File: config.mk
export PLATFORM = sky130hd
export DESIGN_NAME = e1_share_arbiter
export DESIGN_NICKNAME = d
export VERILOG_FILES = /design/src/rtl/e1arb_pkg.sv /design/src/rtl/e1arb_rst_sync.sv /design/src/rtl/e1arb_mac_track.sv /design/src/rtl/e1arb_div_seq.sv /design/src/rtl/e1arb_issue_gate.sv /design/src/rtl/e1_share_arbiter.sv
export SDC_FILE = /design/constraint.sdc
export NUM_CORES = 1
export LEC_CHECK = 0
export ABC_CLOCK_PERIOD_IN_PS = 4100
export BUFFER_PORTS_ARGS = -buffer_cell sky130_fd_sc_hd__buf_2
export CAP_MARGIN = 20
export CORE_ASPECT_RATIO = 1.2
export CORE_UTILIZATION = 35
export CTS_CLUSTER_SIZE = 10
export DETAILED_ROUTE_END_ITERATION = 10
export PLACE_DENSITY = 0.58
export SLEW_MARGIN = 20
export SYNTH_ARGS = -nofsm -noshare
export SYNTH_HDL_FRONTEND = slang
export SYNTH_SLANG_ARGS = --single-unit
export TNS_END_PERCENT = 1
File: constraint.sdc
create_clock -name clk -period 4.1 [get_ports clk]
set_clock_uncertainty 0.15 [all_clocks]
set_input_delay 0.615 -clock clk [delete_from_list [all_inputs] [get_ports clk]]
set_output_delay 0.615 -clock clk [all_outputs]
set_load 0.01 [all_outputs]
File: src/rtl/e1arb_pkg.sv
package e1arb_pkg;
  typedef enum logic {
    OP_MAC = 1'b0,
    OP_DIV = 1'b1
  } op_kind_t;
endpackage

File: src/rtl/e1arb_rst_sync.sv
module e1arb_rst_sync #(
  parameter int STAGES = 2
) (
  input  logic clk,
  input  logic rst_n_in,
  output logic rst_n_out
);
  logic [STAGES-1:0] sync_q;
  logic [STAGES-1:0] sync_d;

  generate
    if (STAGES == 1) begin : g_single
      always_comb sync_d = 1'b1;
    end else begin : g_chain
      always_comb sync_d = {sync_q[STAGES-2:0], 1'b1};
    end
  endgenerate

  always_ff @(posedge clk or negedge rst_n_in) begin
    if (!rst_n_in) sync_q <= '0;
    else           sync_q <= sync_d;
  end

  assign rst_n_out = sync_q[STAGES-1];
endmodule

File: src/rtl/e1arb_mac_track.sv
module e1arb_mac_track #(
  parameter int LEN_W = 3
) (
  input  logic             clk,
  input  logic             rst_n,
  input  logic             start,
  input  logic [LEN_W-1:0] len,
  output logic             active,
  output logic             free_next
);
  localparam int CNT_W = LEN_W + 1;

  logic [CNT_W-1:0] left_q;
  logic [CNT_W-1:0] left_d;
  logic             left_en;

  always_comb begin
    left_en = start || (left_q != '0);
    if (start) left_d = CNT_W'(len) + CNT_W'(1);
    else       left_d = left_q - CNT_W'(1);
  end

  always_ff @(posedge clk or negedge rst_n) begin
    if (!rst_n)       left_q <= '0;
    else if (left_en) left_q <= left_d;
  end

  assign active    = (left_q != '0);
  assign free_next = (left_q <= CNT_W'(1));
endmodule

File: src/rtl/e1arb_div_seq.sv
module e1arb_div_seq #(
  parameter int LEN_W         = 3,
  parameter int DIV_E1_CYCLES = 14,
  parameter int DIV_E2_CYCLES = 1
) (
  input  logic             clk,
  input  logic             rst_n,
  input  logic             start,
  input  logic [LEN_W-1:0] len,
  output logic             in_shared,
  output logic             in_e1,
  output logic             in_e2,
  output logic             done,
  output logic             busy,
  output logic             block_mac,
  output logic             free_next
);
  localparam int LAT   = DIV_E1_CYCLES + DIV_E2_CYCLES;
  localparam int CYC_W = (LAT > 1) ? $clog2(LAT) : 1;
  localparam int CNT_W = LEN_W + 1;

  logic             act_q,  act_d;
  logic [CNT_W-1:0] iter_q, iter_d;
  logic [CYC_W-1:0] cyc_q,  cyc_d;
  logic             seq_en;
  logic             last_cyc, last_iter;

  assign last_cyc  = (cyc_q == CYC_W'(LAT - 1));
  assign last_iter = (iter_q == CNT_W'(1));

  always_comb begin
    seq_en = start || act_q;
    act_d  = act_q;
    iter_d = iter_q;
    cyc_d  = cyc_q;
    if (start) begin
      act_d  = 1'b1;
      iter_d = CNT_W'(len) + CNT_W'(1);
      cyc_d  = '0;
    end else if (act_q) begin
      if (last_cyc) begin
        cyc_d = '0;
        if (last_iter) act_d  = 1'b0;
        else           iter_d = iter_q - CNT_W'(1);
      end else begin
        cyc_d = cyc_q + CYC_W'(1);
      end
    end
  end

  always_ff @(posedge clk or negedge rst_n) begin
    if (!rst_n) begin
      act_q  <= 1'b0;
      iter_q <= '0;
      cyc_q  <= '0;
    end else if (seq_en) begin
      act_q  <= act_d;
      iter_q <= iter_d;
      cyc_q  <= cyc_d;
    end
  end

  assign in_shared = act_q && (cyc_q == '0);
  assign in_e1     = act_q && (cyc_q <  CYC_W'(DIV_E1_CYCLES));
  assign in_e2     = act_q && (cyc_q >= CYC_W'(DIV_E1_CYCLES));
  assign done      = act_q && last_cyc && last_iter;
  assign busy      = act_q;
  assign block_mac = act_q && !last_iter;
  assign free_next = !act_q || done;
endmodule

File: src/rtl/e1arb_issue_gate.sv
module e1arb_issue_gate
  import e1arb_pkg::*;
(
  input  op_kind_t kind,
  input  logic     mac_free_next,
  input  logic     div_block_mac,
  input  logic     div_free_next,
  output logic     ready
);
  logic mac_ok;
  logic div_ok;

  always_comb begin
    mac_ok = mac_free_next && !div_block_mac;
    div_ok = mac_free_next && div_free_next;
    ready  = (kind == OP_DIV) ? div_ok : mac_ok;
  end
endmodule

File: src/rtl/e1_share_arbiter.sv
module e1_share_arbiter
  import e1arb_pkg::*;
#(
  parameter int LEN_W         = 3,
  parameter int DIV_E1_CYCLES = 14,
  parameter int DIV_E2_CYCLES = 1
) (
  input  logic             clk,
  input  logic             rst_n,
  input  logic             issue_valid,
  input  logic             issue_kind,
  input  logic [LEN_W-1:0] issue_len,
  output logic             issue_ready,
  output logic             shared_mac,
  output logic             shared_div,
  output logic             div_e1,
  output logic             div_e2,
  output logic             div_done,
  output logic             div_busy
);
  logic     rst_n_sync;
  op_kind_t kind;
  logic     accept, mac_start, div_start;
  logic     mac_free_next, div_block_mac, div_free_next;

  assign kind      = op_kind_t'(issue_kind);
  assign accept    = issue_valid && issue_ready;
  assign mac_start = accept && (kind == OP_MAC);
  assign div_start = accept && (kind == OP_DIV);

  e1arb_rst_sync #(.STAGES(2)) u_rst (
    .clk       (clk),
    .rst_n_in  (rst_n),
    .rst_n_out (rst_n_sync)
  );

  e1arb_mac_track #(.LEN_W(LEN_W)) u_mac (
    .clk       (clk),
    .rst_n     (rst_n_sync),
    .start     (mac_start),
    .len       (issue_len),
    .active    (shared_mac),
    .free_next (mac_free_next)
  );

  e1arb_div_seq #(
    .LEN_W         (LEN_W),
    .DIV_E1_CYCLES (DIV_E1_CYCLES),
    .DIV_E2_CYCLES (DIV_E2_CYCLES)
  ) u_div (
    .clk       (clk),
    .rst_n     (rst_n_sync),
    .start     (div_start),
    .len       (issue_len),
    .in_shared (shared_div),
    .in_e1     (div_e1),
    .in_e2     (div_e2),
    .done      (div_done),
    .busy      (div_busy),
    .block_mac (div_block_mac),
    .free_next (div_free_next)
  );

  e1arb_issue_gate u_gate (
    .kind          (kind),
    .mac_free_next (mac_free_next),
    .div_block_mac (div_block_mac),
    .div_free_next (div_free_next),
    .ready         (issue_ready)
  );
endmodule

==> results.ini, run 1 <==
[logic_synthesis]
synth_area_um2=960
ys_seq_elements=15
netlist.top_cell.by_area=dfrtp_1
ys_types=34
synth_ff_type=dfrtp_1
syn_avg_cell_area_um2=9.14
syn-num-nets=121
ys_top_cells_by_area=dfrtp_1 39%, ha_1 12%, nand2_1 5.1%
synth_top_area_share_pct=39.1
synth-edff-count=0
synthCells=105
async_flop_share_pct=100
ys_seq_area_share_pct=39.1
ys_warn_count=0

[worst_setup_path]
required_ps=3340
cp-end-kind=output pin
critPathTopFamily=simple AND/OR/NAND/NOR gates
cp_common_cell=nor2_1
cp_cell_sequence=inv_1 -> ha_1 -> or3b_4 -> a21oi_1 -> nor2_1 -> nor2_1 -> buf_2
critPathLaunchType=flip-flop
critPathSlowestCell=dfrtp_1
arrival_ps=1680
cp_num_buf_inv=2
critical_path_class=flip-flop to output pin
worstPathMaxFanout=4
slowest_delay_ps=400

[final_layout]
drive_gt1_share_pct=18.0
fin_area_um2=1100
fin_util_pct=42.7
fillers=266
syn2layout_area_growth_pct=14.6
nets=139
antenna_cells=0

[detailed_routing]
wl_per_cell_um=12.5
wl_um=1940
first_iter_violations=15
drt_first_pass_iters=4
ant_nets=0
vias=807
viasPerCell=5.21
route.detailed.drc=0

[sta]
timing.final.crit_share_pct=59.6
slew_headroom_pct=64.2
drv_slew=0
period_minus_slack_ps=2450
max_freq_mhz=409
hold_slack_ps=74.0
finalSetupTns_ps=0
setup_viol=0
worstMarginPinSlew_ps=536
final.setup.worst_slack_ps=1650
hold_viol_final=0
rsz0062_at_grt=no

[global_routing]
antenna_found_initial=0
grt_max_degree=14
grt_pass1_vias=747
overflow=0
grt_pass1_wl_um=3340
grtUsageTotal_pct=15.2

[clock_network]
cts_hold_buf=1
clock_latency_ps=290
cts_setup_buffers=0
clockBufferDepth=2
htreeDepth=1
cts_tree=built
cts-root-buf=clkbuf_4
cts_made_buffers=3
post_cts_resized=0
cts_sinks=15
cts.clk_slew.worst_paths_ps=100

[die]
num_io_pins=14
dieArea_um2=2960
coreArea_um2=2580
row_count=20
fp.dieH_um=59.4
die_w_um=49.8
start_util_pct=37.2

[status]
status=complete, no violations

[power_and_ir_drop]
swShare_pct=35.7
vdd_ir_drop_max_mv=0.217
power_density_nw_per_um2=388
p_sw_mw=0.152
pwr-share-clk_pct=20.6
sequentialPowerShare_pct=44.0
pwr-share-comb_pct=35.4
internal_power_mw=0.274
p_leak_nw=0.511

[worst_hold_path]
min-delay-path-class=flip-flop to asynchronous set/reset pin

[place]
io_buffers=13
hpwl_um=1480
pre_cts_slack_ps=1900
place_area_um2=1060
place_congestion=0.850

[run]
cap_violations=0

## metrics by stage
| step | power [mW] | std cells |
|---|---|---|
| 2_1_floorplan | 0.303 | 105 |
| 3_3_place_gp | 0.337 | 150 |
| 3_5_place_dp | 0.340 | 150 |
| 4_1_cts | 0.429 | 155 |
| 5_1_grt | 0.463 | 155 |
| 6_report | 0.426 | 155 |
## flip-flops by register name, indices dropped and copies added (netlist names)
signal	cells
u_mac.left_q	4
u_div.iter_q	4
u_div.busy	1
u_div.cyc_q	4
u_rst.sync_q	2
## cell type report
| type | instances | area [µm²] | share of cell area (%) |
|---|---|---|---|
| clock buffer | 3 | 22.5 | 2.05 |
| clock inverter | 1 | 5.00 | 0.455 |
| inverter | 10 | 37.5 | 3.41 |
| multi-input combinational | 79 | 543 | 49.4 |
| sequential | 15 | 375 | 34.1 |
| tap | 33 | 41.3 | 3.75 |
| timing repair buffer | 14 | 75.1 | 6.83 |
## Yosys cell counts, drive strengths merged (2+ instances only)
library cell and number:
dfrtp 15, nor3 3, nand3 4, nor4b 2
o2111a 2, nand2 13, xnor2 2, a31oi 2
inv 10, nor2 9, a21oi 5, ha 9
o21ai 9, and2 2
## final timing paths
path	start	to	cells past startpoint	slack, ps
worst max-delay path	u_div.iter_q[1]	issue_ready	7	1650
worst min-delay path	u_rst.sync_q[1]	u_div.cyc_q[2]	0	70
max in group asynchronous	rst_n	u_rst.sync_q[0]	2	3240
worst min register to register	u_rst.sync_q[1]	u_div.cyc_q[2]	0	70
worst max register to register	u_div.iter_q[1]	u_mac.left_q[1]	6	1890
min in group clk	u_rst.sync_q[0]	u_rst.sync_q[1]	0	210
## placed cells by master (no fill, tap or decap), types with 2 or more instances in the layout
master / Yosys / final
clkbuf_4: 0 / 3
nand3_1: 4 / 4
nand2_1: 13 / 13
nor2_1: 9 / 9
inv_1: 10 / 10
dfrtp_1: 15 / 15
nor3_1: 3 / 3
ha_1: 9 / 9
a31oi_1: 2 / 2
o2111a_1: 2 / 2
a21oi_1: 5 / 5
o21ai_0: 9 / 9
xnor2_1: 2 / 2
buf_2: 0 / 13
## cell families (layout without fill, tap and decap cells)
| group | Yosys count | after routing | synth area share, % |
|---|---|---|---|
| buffers and inverters | 11 | 28 | 4.30 |
| AND/OR/NAND/NOR | 36 | 36 | 19.7 |
| other | 1 | 1 | 0.391 |
| adder cells (fa/ha/maj) | 9 | 9 | 11.7 |
| AO/OA/AOI/OAI | 28 | 28 | 19.4 |
| multiplexers | 2 | 2 | 2.61 |
| flip-flops | 15 | 15 | 39.1 |
| XOR/XNOR | 3 | 3 | 2.74 |
## power by group through the flow
stage	registers, mW	clock network (mW)	logic (mW)
finish	0.188	0.0879	0.151
CTS	0.188	0.0894	0.152
global placement	0.191	0	0.146
detailed placement	0.191	0	0.150
global route	0.191	0.0983	0.173
floorplan	0.187	0	0.116
## layer usage
metal  part of all wire (%)  GRT usage [%]
met5                      0              0
met4                    1.9           8.57
met3                    4.7           2.31
met2                     43           24.1
met1                     50           19.7
(Power assumes the default switching activity.)
==> inputs of run 2 (changes only) <==
--- a/config.mk
+++ b/config.mk
@@ -5,14 +5,14 @@
 export SDC_FILE = /design/constraint.sdc
 export NUM_CORES = 1
 export LEC_CHECK = 0
-export ABC_CLOCK_PERIOD_IN_PS = 4100
+export ABC_CLOCK_PERIOD_IN_PS = 2100
 export BUFFER_PORTS_ARGS = -buffer_cell sky130_fd_sc_hd__buf_2
 export CAP_MARGIN = 20
 export CORE_ASPECT_RATIO = 1.2
 export CORE_UTILIZATION = 35
 export CTS_CLUSTER_SIZE = 10
 export DETAILED_ROUTE_END_ITERATION = 10
-export PLACE_DENSITY = 0.58
+export PLACE_DENSITY = 0.6
 export SLEW_MARGIN = 20
 export SYNTH_ARGS = -nofsm -noshare
 export SYNTH_HDL_FRONTEND = slang
==> constraint.sdc (replaced) <==
create_clock -name clk -period 2.1 [get_ports clk]
set_clock_uncertainty 0.15 [all_clocks]
set_input_delay 0.315 -clock clk [delete_from_list [all_inputs] [get_ports clk]]
set_output_delay 0.315 -clock clk [all_outputs]
set_load 0.01 [all_outputs]
==> run 2 against run 1 <==
  * The flow now finishes with violations (setup timing)
  * Cell count is 4.5% higher
  * Sequential power rose by 97%
  * Via count increased by 4.1%
  * Routed wire length grew 7.7%
  * Combinational power increased by 100%
  * Critical path depth unchanged
  * Clock-buffer cell count grew 1
  * Clock power increased by 88%
  * Global-route usage up 0.78 points
  * Power is 98% higher
  * First-iteration DRC count is 40% higher
  * Non-clock buffer count is 7 higher
==> results.ini, run 2 (same netlist as run 1, synthesis figures left out) <==
[detailed_routing]
wl_per_cell_um=12.9
viasPerCell=5.19
route.detailed.drc=0
vias=840
drt_first_pass_iters=4
wl_um=2090
ant_nets=0
first_iter_violations=21

[sta]
timing.final.crit_share_pct=100
setup_viol=1
rsz0062_at_grt=yes
slew_headroom_pct=62.3
final.setup.worst_slack_ps=-4.50
hold_viol_final=0
max_freq_mhz=475
period_minus_slack_ps=2100
drv_slew=0
worstMarginPinSlew_ps=566

[worst_setup_path]
cp_num_cells=7
cp_cell_sequence=inv_2 -> ha_1 -> or3b_4 -> a21oi_2 -> nor2_1 -> nor2_1 -> buf_2
cp_num_buf_inv=2
required_ps=1630
timing.rr.end=u_mac.left_q[1]
critPathLaunchType=flip-flop
endpoint=issue_ready
rr_startpoint=u_div.iter_q[1]
arrival_ps=1640
reg2reg_slack_ps=80
cp_common_cell=nor2_1
critPathSlowestCell=dfrtp_1
worstPathMaxFanout=4
rr_worst_depth=6
slowest_delay_ps=410
cp-end-kind=output pin
critical_path_class=flip-flop to output pin
crit_start=u_div.iter_q[1]
critPathTopFamily=simple AND/OR/NAND/NOR gates

[clock_network]
cts.clk_slew.worst_paths_ps=90
cts_tree=built
cts_made_buffers=3
cts-root-buf=clkbuf_4
cts_sinks=15
clockBufferDepth=2
htreeDepth=1
clock_latency_ps=280

[final_layout]
layout_common_cells=14 x dfrtp_1, 13 x nand2_1, 13 x buf_2
layout_commonest_cell=dfrtp_1
nets=146
fin_area_um2=1170
drive_gt1_share_pct=26.4
top_regs=u_div.cyc_q x4, u_div.iter_q x4, u_mac.left_q x4
antenna_cells=0
syn2layout_area_growth_pct=22.3

[run]
cap_violations=0

[status]
violations=setup timing
status=finished with violations

[power_and_ir_drop]
p_sw_mw=0.293
internal_power_mw=0.552
power_density_nw_per_um2=720
sequentialPowerShare_pct=43.9
finalPower_mw=0.845
vdd_ir_drop_max_mv=0.354
p_leak_nw=0.544
pwr-share-clk_pct=19.5
pwr-share-comb_pct=36.6
swShare_pct=34.7

[die]
dieArea_um2=2960
coreArea_um2=2580
die_w_um=49.8
fp.dieH_um=59.4
num_io_pins=14
row_count=20
start_util_pct=37.2

[global_routing]
grt_pass1_wl_um=3480
grt_pass1_vias=804
overflow=0
antenna_found_initial=0
grtUsageTotal_pct=16.0
grt_max_degree=14

[place]
place_congestion=0.875
io_buffers=13
place_area_um2=1100
hpwl_um=1570

[worst_hold_path]
min-delay-path-class=flip-flop to asynchronous set/reset pin

==> run 2: cell type report <==
| cell class | count | area, µm² |
|---|---|---|
| Tap cell | 33 | 41.3 |
| Inverter | 10 | 37.5 |
| Fill cell | 255 | 1400 |
| Multi-Input combinational cell | 79 | 564 |
| Timing Repair Buffer | 21 | 128 |
| Sequential cell | 15 | 377 |
| Clock buffer | 4 | 26.3 |
==> run 2: worst min path at each step <==
stage	to	cells past startpoint	slack [ps]	from
final	u_div.iter_q[0]	0	80	u_rst.sync_q[1]
after global routing	u_mac.left_q[0]	2	100	issue_len[0]
after CTS	u_mac.left_q[0]	2	90	issue_len[0]
after detailed placement	u_rst.sync_q[1]	1	-50	rst_n
after global placement	u_rst.sync_q[0]	1	-50	rst_n
after floorplan	u_rst.sync_q[0]	0	-130	rst_n
==> run 2: power by group through the flow <==
| stage | Sequential (mW) | Clock, mW | Combinational [mW] |
|---|---|---|---|
| 2_1_floorplan | 0.365 | 0 | 0.226 |
| 3_3_place_gp | 0.373 | 0 | 0.295 |
| 3_5_place_dp | 0.376 | 0 | 0.307 |
| 4_1_cts | 0.370 | 0.173 | 0.309 |
| 5_1_grt | 0.375 | 0.188 | 0.350 |
| 6_report | 0.371 | 0.165 | 0.309 |
==> run 2: metal layers <==
layer / share of wire [%] / routed length, µm / track usage [%] / vias to the layer above
met3: 3.5 / 74 / 3.08 / 4
met5: 0 / 0 / 0 / -
li1: - / - / - / 423
met4: 1.5 / 32 / 8.16 / 0
met1: 49 / 1020 / 20.3 / 392
met2: 46 / 963 / 25.9 / 21
==> run 2: per-stage QoR <==
| stage | setup WS, ps | setup TNS [ps] | std cells | hold slack [ps] | utilization, % |
|---|---|---|---|---|---|
| after global placement | 88.0 | 0 | 155 | -49.6 | 42.7 |
| after CTS | 12.2 | 0 | 161 | 86.8 | 45.0 |
| final | -4.50 | -4.50 | 162 | 84.4 | 45.5 |
| after global routing | -123 | -325 | 162 | 99.9 | 45.5 |
| after floorplan | 7.45 | 0 | 105 | -131 | - |
| after detailed placement | 58.3 | 0 | 155 | -45.8 | 42.7 |
==> run 2: repair_timing <==
item	CTS	global route
hold buffers	1	0
setup buffers	1	1
setup endpoints to repair	1	11
hold endpoints to repair	2	0
pin swaps	1	1
gates resized for setup	5	3
==> run 2: worst reg2reg max path: cells and delay by family (launching register included) <==
| family | cells | cell delay (ps) |
|---|---|---|
| and+or+nand+nor | 3 | 840 |
| DFF | 1 | 410 |
| muxes | 1 | 330 |
| buffers and inverters | 1 | 70 |
| adders and majority gates | 1 | 120 |
==> inputs of run 3 (changes only) <==
--- a/config.mk
+++ b/config.mk
@@ -13,6 +13,7 @@
 export CTS_CLUSTER_SIZE = 10
 export DETAILED_ROUTE_END_ITERATION = 10
 export PLACE_DENSITY = 0.6
+export REMOVE_ABC_BUFFERS = 1
 export SLEW_MARGIN = 20
 export SYNTH_ARGS = -nofsm -noshare
 export SYNTH_HDL_FRONTEND = slang
==> run 3 against run 2 <==
  * Die area did not move
  * Final area up 0.64%
  * Critical path type unchanged
  * Highest routed layer unchanged
  * The run still ends with setup timing left
  * Sequential power is essentially flat
==> results.ini, run 3 (same netlist as run 1, synthesis figures left out) <==
[status]
status=finished with violations
violations=setup timing

[worst_setup_path]
slowest_delay_ps=410
worstPathMaxFanout=4
rr_startpoint=u_div.iter_q[1]
cp_common_cell=nor2_1
cp-end-kind=output pin
rr_worst_depth=7
critPathSlowestCell=or3b_4
timing.rr.end=u_mac.left_q[2]
critical_path_class=flip-flop to output pin
arrival_ps=1660
required_ps=1630
cp_cell_sequence=inv_2 -> ha_1 -> or3b_4 -> a21oi_2 -> nor2_1 -> nor2_1 -> buf_2
critPathLaunchType=flip-flop
reg2reg_slack_ps=20

[global_routing]
antenna_found_initial=0
grt_pass1_vias=789
grt_pass1_wl_um=3510
overflow=0
grtUsageTotal_pct=16.0
grt_max_degree=14

[clock_network]
cts.clk_slew.worst_paths_ps=90
clockBufferDepth=2
clock_latency_ps=280
cts-root-buf=clkbuf_4
htreeDepth=1
cts_made_buffers=3
cts_sinks=15
cts_tree=built

[power_and_ir_drop]
vdd_ir_drop_max_mv=0.474
pwr-share-clk_pct=20.2
p_leak_nw=0.548
p_sw_mw=0.289
pwr-share-comb_pct=35.0
power_density_nw_per_um2=701
swShare_pct=34.9
sequentialPowerShare_pct=44.8
internal_power_mw=0.539

[worst_hold_path]
min-delay-path-class=flip-flop to asynchronous set/reset pin

[detailed_routing]
wl_um=2020
viasPerCell=5.12
route.detailed.drc=0
ant_nets=0
vias=834
drt_first_pass_iters=4
first_iter_violations=28
wl_per_cell_um=12.4

[final_layout]
syn2layout_area_growth_pct=23.1
top_regs=u_div.cyc_q x4, u_div.iter_q x4, u_mac.left_q x4
nets=147
fin_util_pct=45.8
fillers=252
drive_gt1_share_pct=26.9
antenna_cells=0
layout_commonest_cell=dfrtp_1
layout_common_cells=14 x dfrtp_1, 13 x nand2_1, 13 x buf_2

[sta]
setup_viol=1
slew_headroom_pct=61.0
final.setup.worst_slack_ps=-21.4
worstMarginPinSlew_ps=586
finalSetupTns_ps=-21.4
hold_viol_final=0
rsz0062_at_grt=yes
drv_slew=0
timing.final.crit_share_pct=101
period_minus_slack_ps=2120
max_freq_mhz=471

[die]
dieArea_um2=2960
row_count=20
num_io_pins=14
fp.dieH_um=59.4
coreArea_um2=2580
start_util_pct=37.2
die_w_um=49.8

[place]
pre_cts_slack_ps=29.9
io_buffers=13
place_congestion=0.760
hpwl_um=1460

[run]
cap_violations=0

## run 3: cell types whose count changed in the layout (fill, tap and decap cells not counted)
cell and delta:
nor3_1 +1, nand3_2 +1, o21ai_0 -1, o21ai_1 +1
nand3_1 -1, nor3_2 -1, buf_4 +1
## run 3: cell type report
cell class | instances | area, µm² | share of cell area, %
clock buffers | 4 | 26.3 | 2.22
multi-input cells | 79 | 564 | 47.8
well taps | 33 | 41.3 | 3.50
inverters | 10 | 37.5 | 3.18
flip-flops and latches | 15 | 377 | 31.9
repair buffers | 22 | 135 | 11.4
## run 3: repair_timing
action | CTS | global route
resized for setup | 6 | 3
pin swaps | 0 | 0
hold buffers | 1 | 0
endpoints found under the setup margin | 1 | 11
setup buffers | 2 | 2
hold endpoints to repair | 2 | 0
## run 3: routing by layer
layer	track usage (%)	vias up	wire length (µm)
met1	20.5	387	1000
met5	0	-	0
met4	11.4	0	45
met2	24.7	17	930
li1	-	424	-
met3	2.31	6	47
## run 3: power by group through the flow
stage / registers [mW] / clock network (mW) / logic (mW)
after floorplan: 0.365 / 0 / 0.226
after global placement: 0.374 / 0 / 0.281
after detailed placement: 0.375 / 0 / 0.284
after CTS: 0.370 / 0.180 / 0.293
after global routing: 0.377 / 0.193 / 0.330
final: 0.371 / 0.167 / 0.290
## run 3: worst max path at each step
stage                     cells past startpoint               to             from  slack (ps)
after global placement                        6  u_mac.left_q[1]  u_div.iter_q[1]          90
after detailed placement                      7  u_div.iter_q[2]  u_div.iter_q[1]          30
after CTS                                     7      issue_ready  u_div.iter_q[1]           1
after floorplan                               6  u_mac.left_q[1]  u_div.iter_q[1]           7
after global routing                          7      issue_ready  u_div.iter_q[1]        -100
final                                         7      issue_ready  u_div.iter_q[1]         -20
## run 3: worst max-delay path, delay by kind of cell (launching register included)
family	cells	cell delay (ps)
and+or+nand+nor	3	530
DFF	1	400
buffers and inverters	2	190
adders and majority gates	1	140
AOI/OAI and AO/OA	1	110
## run 3: through the flow
stage	instances	hold WS [ps]	power, mW	cell area [µm²]
floorplan	104	-131	0.591	956
global placement	154	-49.7	0.655	1090
detailed placement	154	-47.6	0.660	1090
CTS	161	93.2	0.844	1150
global route	163	97.7	0.900	1180
finish	163	95.8	0.828	1180
